`config.mk`:
```
export PLATFORM = sky130hd
export DESIGN_NAME = lock_judge
export DESIGN_NICKNAME = d
export VERILOG_FILES = /design/src/rtl/lj_pkg.sv /design/src/rtl/lj_thresholds.sv /design/src/rtl/lj_run_counter.sv /design/src/rtl/lj_lock_fsm.sv /design/src/rtl/lock_judge.sv
export SDC_FILE = /design/constraint.sdc
export NUM_CORES = 1
export LEC_CHECK = 0
export ABC_AREA = 1
export BUFFER_PORTS_ARGS = -buffer_cell sky130_fd_sc_hd__buf_4
export CORE_AREA = 2 2 40 42
export CTS_BUF_LIST = sky130_fd_sc_hd__clkbuf_4
export DETAILED_ROUTE_END_ITERATION = 6
export DIE_AREA = 0 0 42 44
export HOLD_SLACK_MARGIN = 0.03
export PLACE_DENSITY = 0.77
export SLEW_MARGIN = 0
export SYNTH_ARGS = -nofsm -noshare
export SYNTH_HDL_FRONTEND = slang
export SYNTH_SLANG_ARGS = --single-unit
```
`constraint.sdc`:
```
create_clock -name clk -period 4.9 [get_ports clk]
set_clock_uncertainty 0.1 [all_clocks]
set_input_delay 0.735 -clock clk [delete_from_list [all_inputs] [get_ports clk]]
set_output_delay 0.735 -clock clk [all_outputs]
set_load 0.1 [all_outputs]
```
`src/rtl/lj_pkg.sv`:
```
package lj_pkg;
  typedef enum logic [1:0] {
    WIN_WIDE   = 2'd0,
    WIN_NARROW = 2'd1,
    WIN_FAST   = 2'd2
  } lj_window_e;

  typedef enum logic [1:0] {
    ACT_HOLD  = 2'd0,
    ACT_COUNT = 2'd1,
    ACT_CLEAR = 2'd2
  } lj_cnt_act_e;
endpackage

```
`src/rtl/lj_thresholds.sv`:
```
module lj_thresholds #(
  parameter int SKEW_W      = 8,
  parameter int CNT_W       = 6,
  parameter int RUN_FRAC    = 40,
  parameter int RUN_INT     = 5,
  parameter int SET_WIDE    = 10,
  parameter int SET_NARROW  = 6,
  parameter int SET_FAST    = 4,
  parameter int UNSET_SLOW  = 15,
  parameter int UNSET_FAST  = 4
) (
  input  logic              mode_int,
  input  logic              mode_fast,
  input  logic              mode_tight,
  output logic [SKEW_W-1:0] set_lim,
  output logic [SKEW_W-1:0] unset_lim,
  output logic [CNT_W-1:0]  run_need
);
  import lj_pkg::*;

  lj_window_e win;

  always_comb begin
    if (mode_fast)       win = WIN_FAST;
    else if (mode_tight) win = WIN_NARROW;
    else                 win = WIN_WIDE;
  end

  always_comb begin
    unique case (win)
      WIN_FAST:   set_lim = SKEW_W'(SET_FAST);
      WIN_NARROW: set_lim = SKEW_W'(SET_NARROW);
      default:    set_lim = SKEW_W'(SET_WIDE);
    endcase
    unset_lim = (win == WIN_FAST) ? SKEW_W'(UNSET_FAST) : SKEW_W'(UNSET_SLOW);
    run_need  = mode_int ? CNT_W'(RUN_INT) : CNT_W'(RUN_FRAC);
  end
endmodule

```
`src/rtl/lj_run_counter.sv`:
```
module lj_run_counter #(
  parameter int CNT_W = 6
) (
  input  logic             clk,
  input  logic             rst_n,
  input  lj_pkg::lj_cnt_act_e act,
  input  logic [CNT_W-1:0] run_need,
  output logic             last_hit
);
  import lj_pkg::*;

  logic [CNT_W-1:0] run_q;
  logic [CNT_W:0]   run_plus;

  assign run_plus = {1'b0, run_q} + (CNT_W+1)'(1);
  assign last_hit = run_plus >= {1'b0, run_need};

  always_ff @(posedge clk or negedge rst_n) begin
    if (!rst_n) begin
      run_q <= '0;
    end else begin
      unique case (act)
        ACT_COUNT: run_q <= run_plus[CNT_W-1:0];
        ACT_CLEAR: run_q <= '0;
        default:   run_q <= run_q;
      endcase
    end
  end
endmodule

```
`src/rtl/lj_lock_fsm.sv`:
```
module lj_lock_fsm (
  input  logic clk,
  input  logic rst_n,
  input  logic cnt_rst,
  input  logic take,
  input  logic is_tight,
  input  logic is_loose,
  input  logic last_hit,
  output lj_pkg::lj_cnt_act_e act,
  output logic locked
);
  import lj_pkg::*;

  logic lock_nx;

  always_comb begin
    lock_nx = locked;
    act     = ACT_HOLD;
    if (cnt_rst) begin
      lock_nx = 1'b0;
      act     = ACT_CLEAR;
    end else if (take) begin
      if (locked) begin
        if (is_loose) begin
          lock_nx = 1'b0;
          act     = ACT_CLEAR;
        end
      end else if (is_tight) begin
        if (last_hit) begin
          lock_nx = 1'b1;
          act     = ACT_CLEAR;
        end else begin
          act     = ACT_COUNT;
        end
      end else begin
        act = ACT_CLEAR;
      end
    end
  end

  always_ff @(posedge clk or negedge rst_n) begin
    if (!rst_n) locked <= 1'b0;
    else        locked <= lock_nx;
  end
endmodule

```
`src/rtl/lock_judge.sv`:
```
module lock_judge #(
  parameter int SKEW_W     = 8,
  parameter int RUN_FRAC   = 40,
  parameter int RUN_INT    = 5,
  parameter int SET_WIDE   = 10,
  parameter int SET_NARROW = 6,
  parameter int SET_FAST   = 4,
  parameter int UNSET_SLOW = 15,
  parameter int UNSET_FAST = 4
) (
  input  logic              clk,
  input  logic              rst_n,
  input  logic              cnt_rst,
  input  logic              mode_int,
  input  logic              mode_fast,
  input  logic              mode_tight,
  input  logic              skew_valid,
  output logic              skew_ready,
  input  logic [SKEW_W-1:0] skew_ns,
  output logic              locked
);
  import lj_pkg::*;

  localparam int RUN_MAX = (RUN_FRAC > RUN_INT) ? RUN_FRAC : RUN_INT;
  localparam int CNT_W   = $clog2(RUN_MAX + 1);

  logic [SKEW_W-1:0] set_lim, unset_lim;
  logic [CNT_W-1:0]  run_need;
  logic              take, is_tight, is_loose, last_hit;
  lj_cnt_act_e       act;

  assign skew_ready = !cnt_rst;
  assign take       = skew_valid && skew_ready;
  assign is_tight   = skew_ns <= set_lim;
  assign is_loose   = skew_ns > unset_lim;

  lj_thresholds #(
    .SKEW_W(SKEW_W), .CNT_W(CNT_W), .RUN_FRAC(RUN_FRAC), .RUN_INT(RUN_INT),
    .SET_WIDE(SET_WIDE), .SET_NARROW(SET_NARROW), .SET_FAST(SET_FAST),
    .UNSET_SLOW(UNSET_SLOW), .UNSET_FAST(UNSET_FAST)
  ) u_thr (
    .mode_int(mode_int), .mode_fast(mode_fast), .mode_tight(mode_tight),
    .set_lim(set_lim), .unset_lim(unset_lim), .run_need(run_need)
  );

  lj_run_counter #(.CNT_W(CNT_W)) u_cnt (
    .clk(clk), .rst_n(rst_n), .act(act), .run_need(run_need), .last_hit(last_hit)
  );

  lj_lock_fsm u_fsm (
    .clk(clk), .rst_n(rst_n), .cnt_rst(cnt_rst), .take(take),
    .is_tight(is_tight), .is_loose(is_loose), .last_hit(last_hit),
    .act(act), .locked(locked)
  );
endmodule

```
Word level (Yosys, flattened, before mapping). Cells that the tools add are included.

Input bits: 15. Logic and storage cells: 32. Register bits after elaboration: 7.

Multiplexer cells: 18. $add $sub $neg: 1. Equal/unequal tests: 4. Reduce and logical (&&, ||, !) cells: 4. $lt $le $gt $ge: 3.

Operators with widths (count): $mux 2 (7); $pmux 6 s2 (1); $gt 8x8->1 (1); $le 8x8->1 (1); $pmux 4 s2 (1); $add 6x1->7 const B (1); $ge 7x6->1 (1); $mux 1 (7); $mux 6 (1); $eq 2x1->1 const B (2); $eq 2x2->1 const B (2); $mux 4 (1); $reduce_bool 2->1 (2); $logic_and 1x1->1 (1); $logic_not 1->1 (1).

Logic depth before layout (Yosys ltp). Gate-level depths: netlist of the first run.

Depth after elaboration: 11. Mapped depth: 16.

By module. Synthesis of the first run repeated with hierarchy kept, for this count alone.

Cells, all modules: 184. Area total of the unflattened synthesis: 1208.7 µm².

By module, submodules not included: lj_run_counter (area an instance 515.5 µm², instances 1, cells an instance 72); lock_judge (area an instance 432.9 µm², instances 1, cells an instance 71); lj_thresholds (area an instance 163.9 µm², instances 1, cells an instance 25); lj_lock_fsm (area an instance 96.3 µm², instances 1, cells an instance 16).

Worst setup path before layout of the first run. No wires, ideal clock.

Path kind: input -> register. From: input port mode_fast. To: register u_cnt.run_q[0]. Path slack: 2.212 ns. Stages: 13. Data required time: 4.717 ns. Arrival: 2.506 ns. Library setup time: 0.083 ns. Path buffers: 0. Cells stage by stage: nor2_1 > inv_1 > ha_1 > nand2_1 > inv_1 > nor3_1 > o21ai_2 > nor2_1 > nand3_1 > ha_1 > nor2_1 > inv_1 > o21ai_0.

Word-level cells in the longest chain between the ends: 10.

RTL lines: start, declared (line lock_judge.sv:15) `input logic mode_fast,`; $mux 2 (*) (line lj_thresholds.sv:24) `if (mode_fast) win = WIN_FAST;`; $eq 2x1->1 or $eq 2x2->1 (tied branches) (line lj_thresholds.sv:30, lj_thresholds.sv:35); $pmux 4 s2 or $mux 4 (tied branches) (line lj_thresholds.sv:30, lj_thresholds.sv:35); $le 8x8->1 or $gt 8x8->1 (tied branches) (line lock_judge.sv:34, lock_judge.sv:35); $mux 2, on equally long branches (line lj_lock_fsm.sv:28, lj_lock_fsm.sv:24); $mux 2 (*) (line lj_lock_fsm.sv:23) `if (locked) begin`; $mux 2 (*) (line lj_lock_fsm.sv:22) `end else if (take) begin`; $mux 2 (*) (line lj_lock_fsm.sv:19) `if (cnt_rst) begin`; $eq 2x2->1 or $eq 2x1->1 (tied branches) (line lj_run_counter.sv:22) `unique case (act)`; $pmux 6 s2 or $reduce_bool 2->1 (tied branches); end signal, assigned (line lj_run_counter.sv:23) `ACT_COUNT: run_q <= run_plus[CNT_W-1:0];`; end signal, assigned (line lj_run_counter.sv:25) `default: run_q <= run_q;`; end, declared (line lj_run_counter.sv:12) `logic [CNT_W-1:0] run_q;`.

Every way passes the cells marked *; elsewhere a longest branch is shown, timed or not. A chain may end at the register's enable or synchronous reset.

Final worst setup path of the first run.
From: register u_cnt.run_q[2]. To: register u_cnt.run_q[0].

Word-level cells in the longest chain between the ends: 9.

RTL lines: $add 6x1->7 (*) (line lj_run_counter.sv:15) `assign run_plus = {1'b0, run_q} + (CNT_W+1)'(1);`; $ge 7x6->1 (*) (line lj_run_counter.sv:16) `assign last_hit = run_plus >= {1'b0, run_need};`; $mux 2 (*) (line lj_lock_fsm.sv:29) `if (last_hit) begin`; $mux 2 (*) (line lj_lock_fsm.sv:28) `end else if (is_tight) begin`; $mux 2 (*) (line lj_lock_fsm.sv:23); $mux 2 (*) (line lj_lock_fsm.sv:22); $mux 2 (*) (line lj_lock_fsm.sv:19); $eq 2x2->1 or $eq 2x1->1 (tied branches) (line lj_run_counter.sv:22); $pmux 6 s2 or $reduce_bool 2->1 (tied branches).

Marked as above.

==> results of run 1 <==
-- cells in the mapped netlist, drive strengths merged (2+ instances only) --
| master | instances | area share |
|---|---|---|
| nor3 | 2 | 0.014 |
| ha | 12 | 0.21 |
| inv | 23 | 0.12 |
| dfrtp | 7 | 0.24 |
| a22o | 2 | 0.026 |
| o21ai | 5 | 0.045 |
| a21oi | 4 | 0.038 |
| xor2 | 4 | 0.048 |
| nor2 | 9 | 0.047 |
| nand3 | 5 | 0.041 |
| nand2 | 21 | 0.11 |
| o22ai | 2 | 0.026 |
-- worst reg2reg max path: cells and delay by family (launching register included) --
kind	cells	cell delay (ns)
AOI/OAI and AO/OA	3	0.37
DFF	1	0.41
buffers and inverters	2	0.19
xor gates and xnor gates	1	0.22
adders and majority gates	2	0.65
and+or+nand+nor	8	0.88
-- power by group --
group	internal [mW]	total, mW	switching, mW	leakage, nW
Clock	0.0364	0.0539	0.0175	0.0184
Combinational	0.0212	0.0506	0.0294	0.419
Sequential	0.0604	0.0633	0.00287	0.0960
-- cells by family after synthesis --
group,share of synthesized area
simple gates,0.240
buf+inv,0.119
compound gates,0.145
fa+ha+maj,0.207
flops,0.241
xor+xnor,0.0483
-- final cells by class --
class / instances / area, um2 / share of cell area
tap: 16 / 20.0 / 0.0223
inverter: 23 / 86.3 / 0.0964
clock buffer: 4 / 30.0 / 0.0335
sequential: 7 / 175 / 0.196
multi-input combinational: 69 / 464 / 0.518
timing repair buffer: 16 / 120 / 0.134
-- how the worst min path moves through the flow --
stage	to	start	slack, ns	cells after the start
floorplan	u_cnt.run_q[0]$_DFFE_PN0P_	rst_n	0.34	0
finish	u_cnt.run_q[1]$_DFFE_PN0P_	rst_n	0.19	1
global placement	u_cnt.run_q[1]$_DFFE_PN0P_	u_cnt.run_q[1]$_DFFE_PN0P_	0.44	1
CTS	u_cnt.run_q[3]$_DFFE_PN0P_	rst_n	0.19	1
detailed placement	u_cnt.run_q[1]$_DFFE_PN0P_	u_cnt.run_q[1]$_DFFE_PN0P_	0.44	1
global route	u_cnt.run_q[3]$_DFFE_PN0P_	rst_n	0.18	1
-- through the flow --
step	hold WS (ns)	instance area, um2	setup slack (ns)	power (mW)
6_report	0.195	896	2.01	0.168
4_1_cts	0.187	896	1.96	0.172
3_3_place_gp	0.435	866	1.98	0.113
2_1_floorplan	0.339	726	2.21	0.0959
5_1_grt	0.184	896	1.71	0.182
3_5_place_dp	0.444	866	1.89	0.115
-- registers in the layout (all words and copies together), names as in the netlist --
name and flops:
u_cnt.run_q 6, u_fsm.locked 1
-- metal layers --
metal,vias up,share of wire,global-route usage
met3,0,0.023,0.00417
met2,7,0.55,0.341
li1,354,-,-
met4,0,0,0.0581
met1,285,0.42,0.193
met5,-,0,0
==> flow_metrics.tcl, run 1 <==
set metrics [dict create \
    clk_pin_slew_ns 0.05 \
    rsz0062_at_grt "no" \
    grt_start_max_net_pins 8 \
    htreeDepth 1 \
    dp_cells 131 \
    antenna_found_initial 0 \
    crit_cells 16 \
    drcViolationCount 0 \
    rows 14 \
    antennaDiodeCount 0 \
    vias_per_cell 4.79 \
    yosysUniqueCellTypes 22 \
    totalWireLength_mm 1.30 \
    cpMostUsedCell "nor2_1" \
    reg2reg_depth 16 \
    cts_setup_buffers 0 \
    hold_class "in -> async" \
    ys.flop_type "dfrtp_1" \
    ys_async_sr_fraction 1.00 \
    final_core_util 0.631 \
    cts_tree "done" \
    relSlewSlack 0.821 \
    final_cell_mix "inv_1, nand2_1, buf_4" \
    drive_gt1_frac 0.252 \
    crit_family "simple AND/OR/NAND/NOR gates" \
    crit_arrival_ns 2.95 \
    synth_edf_count 0 \
    finalSetupTns_ns 0 \
    hpwl_mm 1.19 \
    drtIter0Drc 7 \
    crit_path_end "u_cnt.run_q[0]$_DFFE_PN0P_" \
    critPathMaxStageDelay_ns 0.41 \
    ys_ff_latch 7 \
    required_ns 4.95 \
    grt_pass1_vias 647 \
    p_leak_nw 0.533 \
    track_usage 0.170 \
    grt_pass1_wl_mm 2.49 \
    cts_resized 0 \
    powerDensity_mw_per_mm2 187 \
    start_kind "flop" \
    seq_area_frac_synth 0.241 \
    yosys_warnings 0 \
    area_delta_synth_final_pct 23.4 \
    synth_nets 126 \
    die-width_um 42 \
    nFillCells 136 \
    rrSetupSlack_ns 2.01 \
    tightest_slew_ns 0.268 \
    startpoint "u_cnt.run_q[2]$_DFFE_PN0P_" \
    min_period_over_period 0.590 \
    max-cap-violations 0 \
    gp_congestion 0.809 \
    core_mm2 0.00142 \
    endpoint_kind "flop" \
    cts_hold_buf 0 \
    cts.sinks 7 \
    maxSlewViolCount 0 \
    dieArea_mm2 0.00185 \
    worst_path_max_delay_cell "dfrtp_1" \
    setup_viol 0 \
    root_buffer "clkbuf_4" \
    fin_crit_ns 2.89 \
    netlist_area_um2 726 \
    crit_buf_inv 2 \
    rr_endpoint "u_cnt.run_q[0]$_DFFE_PN0P_" \
    ant_nets 0 \
    status "finished clean" \
    clk_latency_ns 0.24 \
    report.final.hold_viol_count 0 \
    max_freq_mhz 346 \
    avgSynthCellArea_um2 7.33 \
    fp.dieH_um 44 \
    clockBufferDepth 2 \
    nNetsFinal 147 \
    start_util 0.511 \
    drt-pass1-iter-count 3 \
    final_common_cell "inv_1" \
    synth_cells 99 \
    wl_per_cell_um 9.65 \
    path_max_fanout 5 \
    ir_worst_vdd_mv 0.135 \
    grt_overflow 0 \
    rr_startpoint "u_cnt.run_q[2]$_DFFE_PN0P_" \
    cts_buffers 3 \
    port_buffers 16 \
    stdcell_count 135 \
    crit_chain "nand3_1, nor2_1, nand2_1, xor2_1, inv_1, ha_1, nand2_1, o21ai_1, a21oi_2, nand2_2, nor2_1, nand3_1, ha_1, nor2_1, inv_1, o21ai_0" \
    setup.worst_path.class "reg -> reg" \
    dr_total_vias 646 \
    num_io_pins 17 \
]
Power figures use the tool's default switching activity.
==> inputs of run 2 (changes only) <==
- clock period: 4.9 -> 2.72 ns (I/O delays scaled with it)
==> flow_metrics.tcl, run 2 (synthesis gave the netlist of run 1 again) <==
set metrics [dict create \
    hp-start "cnt_rst" \
    core_mm2 0.00142 \
    drt-pass1-iter-count 4 \
    die-width_um 42 \
    clk_latency_ns 0.24 \
    final_common_cell "buf_4" \
    p_leak_nw 0.602 \
    vias_per_cell 4.95 \
    dp_cells 135 \
    report.final.hold_viol_count 0 \
    max_freq_mhz 364 \
    grt_use_met1 0.212 \
    startpoint "u_cnt.run_q[0]$_DFFE_PN0P_" \
    largest_register_ff_count 6 \
    drtIter0Drc 6 \
    hpwl_mm 1.16 \
    grt_pass1_vias 693 \
    rsz0062_at_grt "yes" \
    use_met3 0.0250 \
    rrSetupSlack_ns -0.03 \
    start_util 0.511 \
    fp.dieH_um 44 \
    grt_start_max_net_pins 8 \
    cts_tree "done" \
    totalWireLength_mm 1.71 \
    setup_ws_ns -0.0299 \
    dieArea_mm2 0.00185 \
    largest_registers "u_cnt.run_q x6, u_fsm.locked x1" \
    antennaDiodeCount 0 \
    required_ns 2.75 \
    track_usage 0.186 \
    area_delta_synth_final_pct 48.6 \
    antenna_found_initial 0 \
    grt_pass1_wl_mm 2.58 \
    wl_per_cell_um 11.6 \
    ant_nets 0 \
    status "complete, but fails checks" \
    stdcell_count 147 \
    htreeDepth 1 \
    maxSlewViolCount 0 \
    setup_viol 2 \
    path_max_fanout 3 \
    final_cell_mix "buf_4, inv_1, nand2_1" \
    powerDensity_mw_per_mm2 312 \
    grt.busiest_layer "met2" \
    power.total_uw 337 \
    dr_total_vias 727 \
    nNetsFinal 159 \
    violations "negative setup slack" \
    rows 14 \
    cts.sinks 7 \
    root_buffer "clkbuf_4" \
    clk_pin_slew_ns 0.05 \
    setup.worst_path.class "reg -> reg" \
    ir_worst_vdd_mv 0.299 \
    drive_gt1_frac 0.412 \
    relSlewSlack 0.785 \
    met2_usage 0.331 \
    fin_crit_ns 2.75 \
    clockBufferDepth 2 \
    rr_startpoint "u_cnt.run_q[0]$_DFFE_PN0P_" \
    top_register "u_cnt.run_q" \
    min_period_over_period 1.01 \
    crit_arrival_ns 2.78 \
    endpoint_kind "flop" \
    cts_buffers 3 \
    tightest_slew_ns 0.321 \
    hold_class "in -> reg" \
    drcViolationCount 0 \
    num_io_pins 17 \
    gp_congestion 0.844 \
    start_kind "flop" \
    max-cap-violations 0 \
    grt_overflow 0 \
    port_buffers 16 \
]
[run 2: timing repair]
item / in CTS / in global routing
gates resized for setup: 0 / 19
buffers inserted: 2 / 5
hold buffers: 1 / 0
pin swaps: 0 / 10
endpoints found under the setup margin: 3 / 6
hold endpoints to repair: 7 / 0
[run 2: worst max-delay path, cell delays in order, from the launching register on]
cell	delay, ns
dfrtp_1	0.41
nand3_2	0.13
nor2_2	0.16
nand2_2	0.08
xor2_2	0.20
inv_2	0.08
ha_4	0.25
nand2_2	0.07
o21ai_2	0.05
a21oi_2	0.14
nand2_2	0.08
nor2_2	0.13
nand3_2	0.09
ha_4	0.29
nor2_2	0.04
buf_6	0.11
a22o_4	0.21
[run 2: stage by stage]
step	hold WS, ns	worst slack, ns	area [um2]	TNS (ns)	utilization
finish	0.392	-0.0299	1080	-0.0346	0.760
detailed placement	0.120	-0.0269	896	-0.0269	0.631
floorplan	0.0124	0.117	726	0	-
CTS	0.348	0.00427	951	0	0.670
global placement	0.119	0.109	896	0	0.631
global route	0.400	-0.126	1080	-0.555	0.760
[run 2: worst paths after layout]
check | to | depth (start not counted)
min reg2reg | u_cnt.run_q[1]$_DFFE_PN0P_ | 2
max reg2reg | u_cnt.run_q[2]$_DFFE_PN0P_ | 16
min | u_fsm.locked$_DFFE_PN0P_ | 4
max in group asynchronous | u_cnt.run_q[1]$_DFFE_PN0P_ | 2
max | u_cnt.run_q[2]$_DFFE_PN0P_ | 16
min in group asynchronous | u_cnt.run_q[5]$_DFFE_PN0P_ | 2
[run 2: final cells by class]
cell class	count	area (um2)
multi-input combinational	69	543
fill	99	340
timing repair buffer	28	224
sequential	7	175
inverter	23	86.3
clock buffer	4	30.0
tap	16	20.0
[run 2: power by group]
group	internal, mW	switching, mW	total [mW]	leakage (nW)
sequential	0.109	0.00462	0.114	0.0960
clock	0.0656	0.0328	0.0983	0.0184
combinational	0.0597	0.0650	0.125	0.487
total	0.234	0.102	0.337	0.602
[run 2: routing by layer]
metal	routed length, um	part of all wire
met5	0	0
met1	704	0.41
met3	51	0.030
met4	12	0.0070
met2	938	0.55
==> inputs of run 3 (changes only) <==
- CORE_AREA: 2 2 40 42 -> 2 2 45 58
- DIE_AREA: 0 0 42 44 -> 0 0 47 60
- PLACE_DENSITY: 0.77 -> 0.75
- SYNTH_HIERARCHICAL: unset -> 1
==> flow_metrics.tcl, run 3 <==
set metrics [dict create \
    dr_total_vias 1053 \
    antenna_found_initial 0 \
    max-cap-violations 0 \
    vias_per_cell 4.44 \
    core_mm2 0.00230 \
    cts_buffers 3 \
    setup_viol 0 \
    port_buffers 16 \
    fin_crit_ns 2.64 \
    drt-pass1-iter-count 4 \
    min_period_over_period 0.969 \
    cts.sinks 7 \
    track_usage 0.184 \
    start_util 0.525 \
    yosys_warnings 6 \
    ys.flop_type "dfrtp_1" \
    reg2reg_depth 17 \
    die-width_um 47 \
    num_io_pins 17 \
    final_common_cell "inv_1" \
    drive_gt1_frac 0.279 \
    drtIter0Drc 12 \
    hpwl_mm 1.80 \
    path_max_fanout 6 \
    start_kind "flop" \
    final_cell_mix "inv_1, nand2_1, ha_1, buf_4, conb_1" \
    largest_register_ff_count 6 \
    rr_endpoint "u_cnt/run_q[1]$_DFFE_PN0P_" \
    required_ns 2.77 \
    ys_async_sr_fraction 1.00 \
    largest_registers "u_cnt/run_q x6, u_fsm/locked x1" \
    ir_worst_vdd_mv 0.305 \
    hold_class "in -> reg" \
    avgSynthCellArea_um2 6.57 \
    final_core_util 0.629 \
    gp_congestion 0.816 \
    synthTopCellsByArea "ha_1, inv_1, dfrtp_1" \
    startpoint "u_cnt/run_q[1]$_DFFE_PN0P_" \
    synth_xor_area_frac 0.00725 \
    grt_pass1_vias 1048 \
    synth-compound-area-share 0.0870 \
    clockBufferDepth 2 \
    root_buffer "clkbuf_4" \
    muxShareOfSynthArea 0 \
    synth_most_common_cell "inv_1" \
    setup.worst_path.class "reg -> reg" \
    rrSetupSlack_ns 0.08 \
    synth_cells 184 \
    report.final.hold_viol_count 0 \
    crit_path_end "u_cnt/run_q[1]$_DFFE_PN0P_" \
    seq_area_frac_synth 0.145 \
    synthAdderAreaFrac 0.248 \
    synth-simple-area-share 0.242 \
    dieArea_mm2 0.00282 \
    synthTopCellsByCount "inv_1, nand2_1, ha_1" \
    synth_top_family_by_area "buffers and inverters" \
    top_register "u_cnt/run_q" \
    cts_tree "done" \
    ys_ff_latch 7 \
    nNetsFinal 244 \
    yosysTopAreaCellShare 0.248 \
    powerDensity_mw_per_mm2 345 \
    grt_overflow 0 \
    rows 20 \
    clk_latency_ns 0.26 \
    fp.dieH_um 60 \
    synth_edf_count 0 \
    final_cell_area_mm2 0.00145 \
    grt_start_max_net_pins 8 \
    rr_startpoint "u_cnt/run_q[1]$_DFFE_PN0P_" \
    area_delta_synth_final_pct 19.9 \
    grt_pass1_wl_mm 3.83 \
    max_freq_mhz 379 \
    antennaDiodeCount 0 \
    crit_arrival_ns 2.69 \
    yosysUniqueCellTypes 26 \
    status "finished clean" \
    endpoint_kind "flop" \
    maxSlewViolCount 0 \
    rsz0062_at_grt "yes" \
    clk_pin_slew_ns 0.05 \
    totalWireLength_mm 2.23 \
    yosysTopAreaCell "ha_1" \
    wl_per_cell_um 9.39 \
    netlist_area_mm2 0.00121 \
    drcViolationCount 0 \
    htreeDepth 1 \
    ant_nets 0 \
    p_leak_nw 0.846 \
    place_area_mm2 0.00128 \
]
-- run 3: critical path: stages (launching register included) --
cell and delay [ns]:
dfrtp_1 0.40, ha_2 0.23, nand2_4 0.06, o21ai_2 0.14
nand2_2 0.07, inv_2 0.07, ha_4 0.20, a21oi_2 0.12
nor2_1 0.04, nor2_1 0.08, nand2_1 0.07, inv_1 0.07
nand2_2 0.05, nor3_2 0.20, inv_2 0.07, ha_4 0.31
nor2_4 0.06, a22o_1 0.18
-- run 3: logic make-up (layout without fill, tap and decap cells) --
kind of cell	after synthesis	after routing
XOR/XNOR	1	1
adder cells (fa/ha/maj)	24	24
AO/OA/AOI/OAI	17	17
AND/OR/NAND/NOR	66	66
buffers and inverters	67	77
flip-flops	7	7
other	2	12
-- run 3: repair_timing --
item / 4_1_cts / 5_1_grt
hold buffers: 1 / 0
pin swaps: 0 / 14
endpoints found under the hold margin: 7 / 0
setup buffers: 0 / 6
endpoints found under the setup margin: 5 / 6
gates resized for setup: 2 / 25
-- run 3: how the worst min path moves through the flow --
stage	start	end	slack (ns)	depth (start not counted)
finish	cnt_rst	u_fsm/locked$_DFFE_PN0P_	0.35	4
global route	cnt_rst	u_fsm/locked$_DFFE_PN0P_	0.36	4
CTS	cnt_rst	u_fsm/locked$_DFFE_PN0P_	0.34	4
detailed placement	rst_n	u_cnt/run_q[3]$_DFFE_PN0P_	0.12	1
global placement	rst_n	u_cnt/run_q[5]$_DFFE_PN0P_	0.12	1
floorplan	rst_n	u_cnt/run_q[0]$_DFFE_PN0P_	0.01	0
-- run 3: stage by stage --
stage,power (mW),cells,hold slack [ns],setup slack (ns),setup TNS [ns]
floorplan,0.285,194,0.0124,0.147,0
global placement,0.320,226,0.123,0.0384,0
detailed placement,0.332,226,0.125,-0.0929,-0.161
CTS,0.448,231,0.345,0.0208,0
global route,0.549,237,0.360,-0.0878,-0.438
finish,0.500,237,0.349,0.0846,0
-- run 3: per-layer routing --
layer | wire, um | vias up | share of wire | track usage
met5 | 0 | - | 0 | 0
met4 | 34 | 0 | 0.015 | 0.0794
met3 | 39 | 3 | 0.018 | 0.0211
met2 | 1320 | 11 | 0.59 | 0.362
met1 | 834 | 473 | 0.37 | 0.180
li1 | - | 566 | - | -
-- run 3: power by group --
group	switching [mW]	total, mW	leakage [nW]	internal (mW)
Combinational	0.134	0.261	0.733	0.127
Clock	0.0410	0.107	0.0184	0.0661
Sequential	0.0147	0.131	0.0941	0.116
-- run 3: layout make-up --
type / instances / area (um2)
fill: 214 / 853
clock buffer: 4 / 30.0
tap: 33 / 41.3
inverter: 49 / 184
multi-input combinational: 120 / 827
timing repair buffer: 24 / 190
sequential: 7 / 176
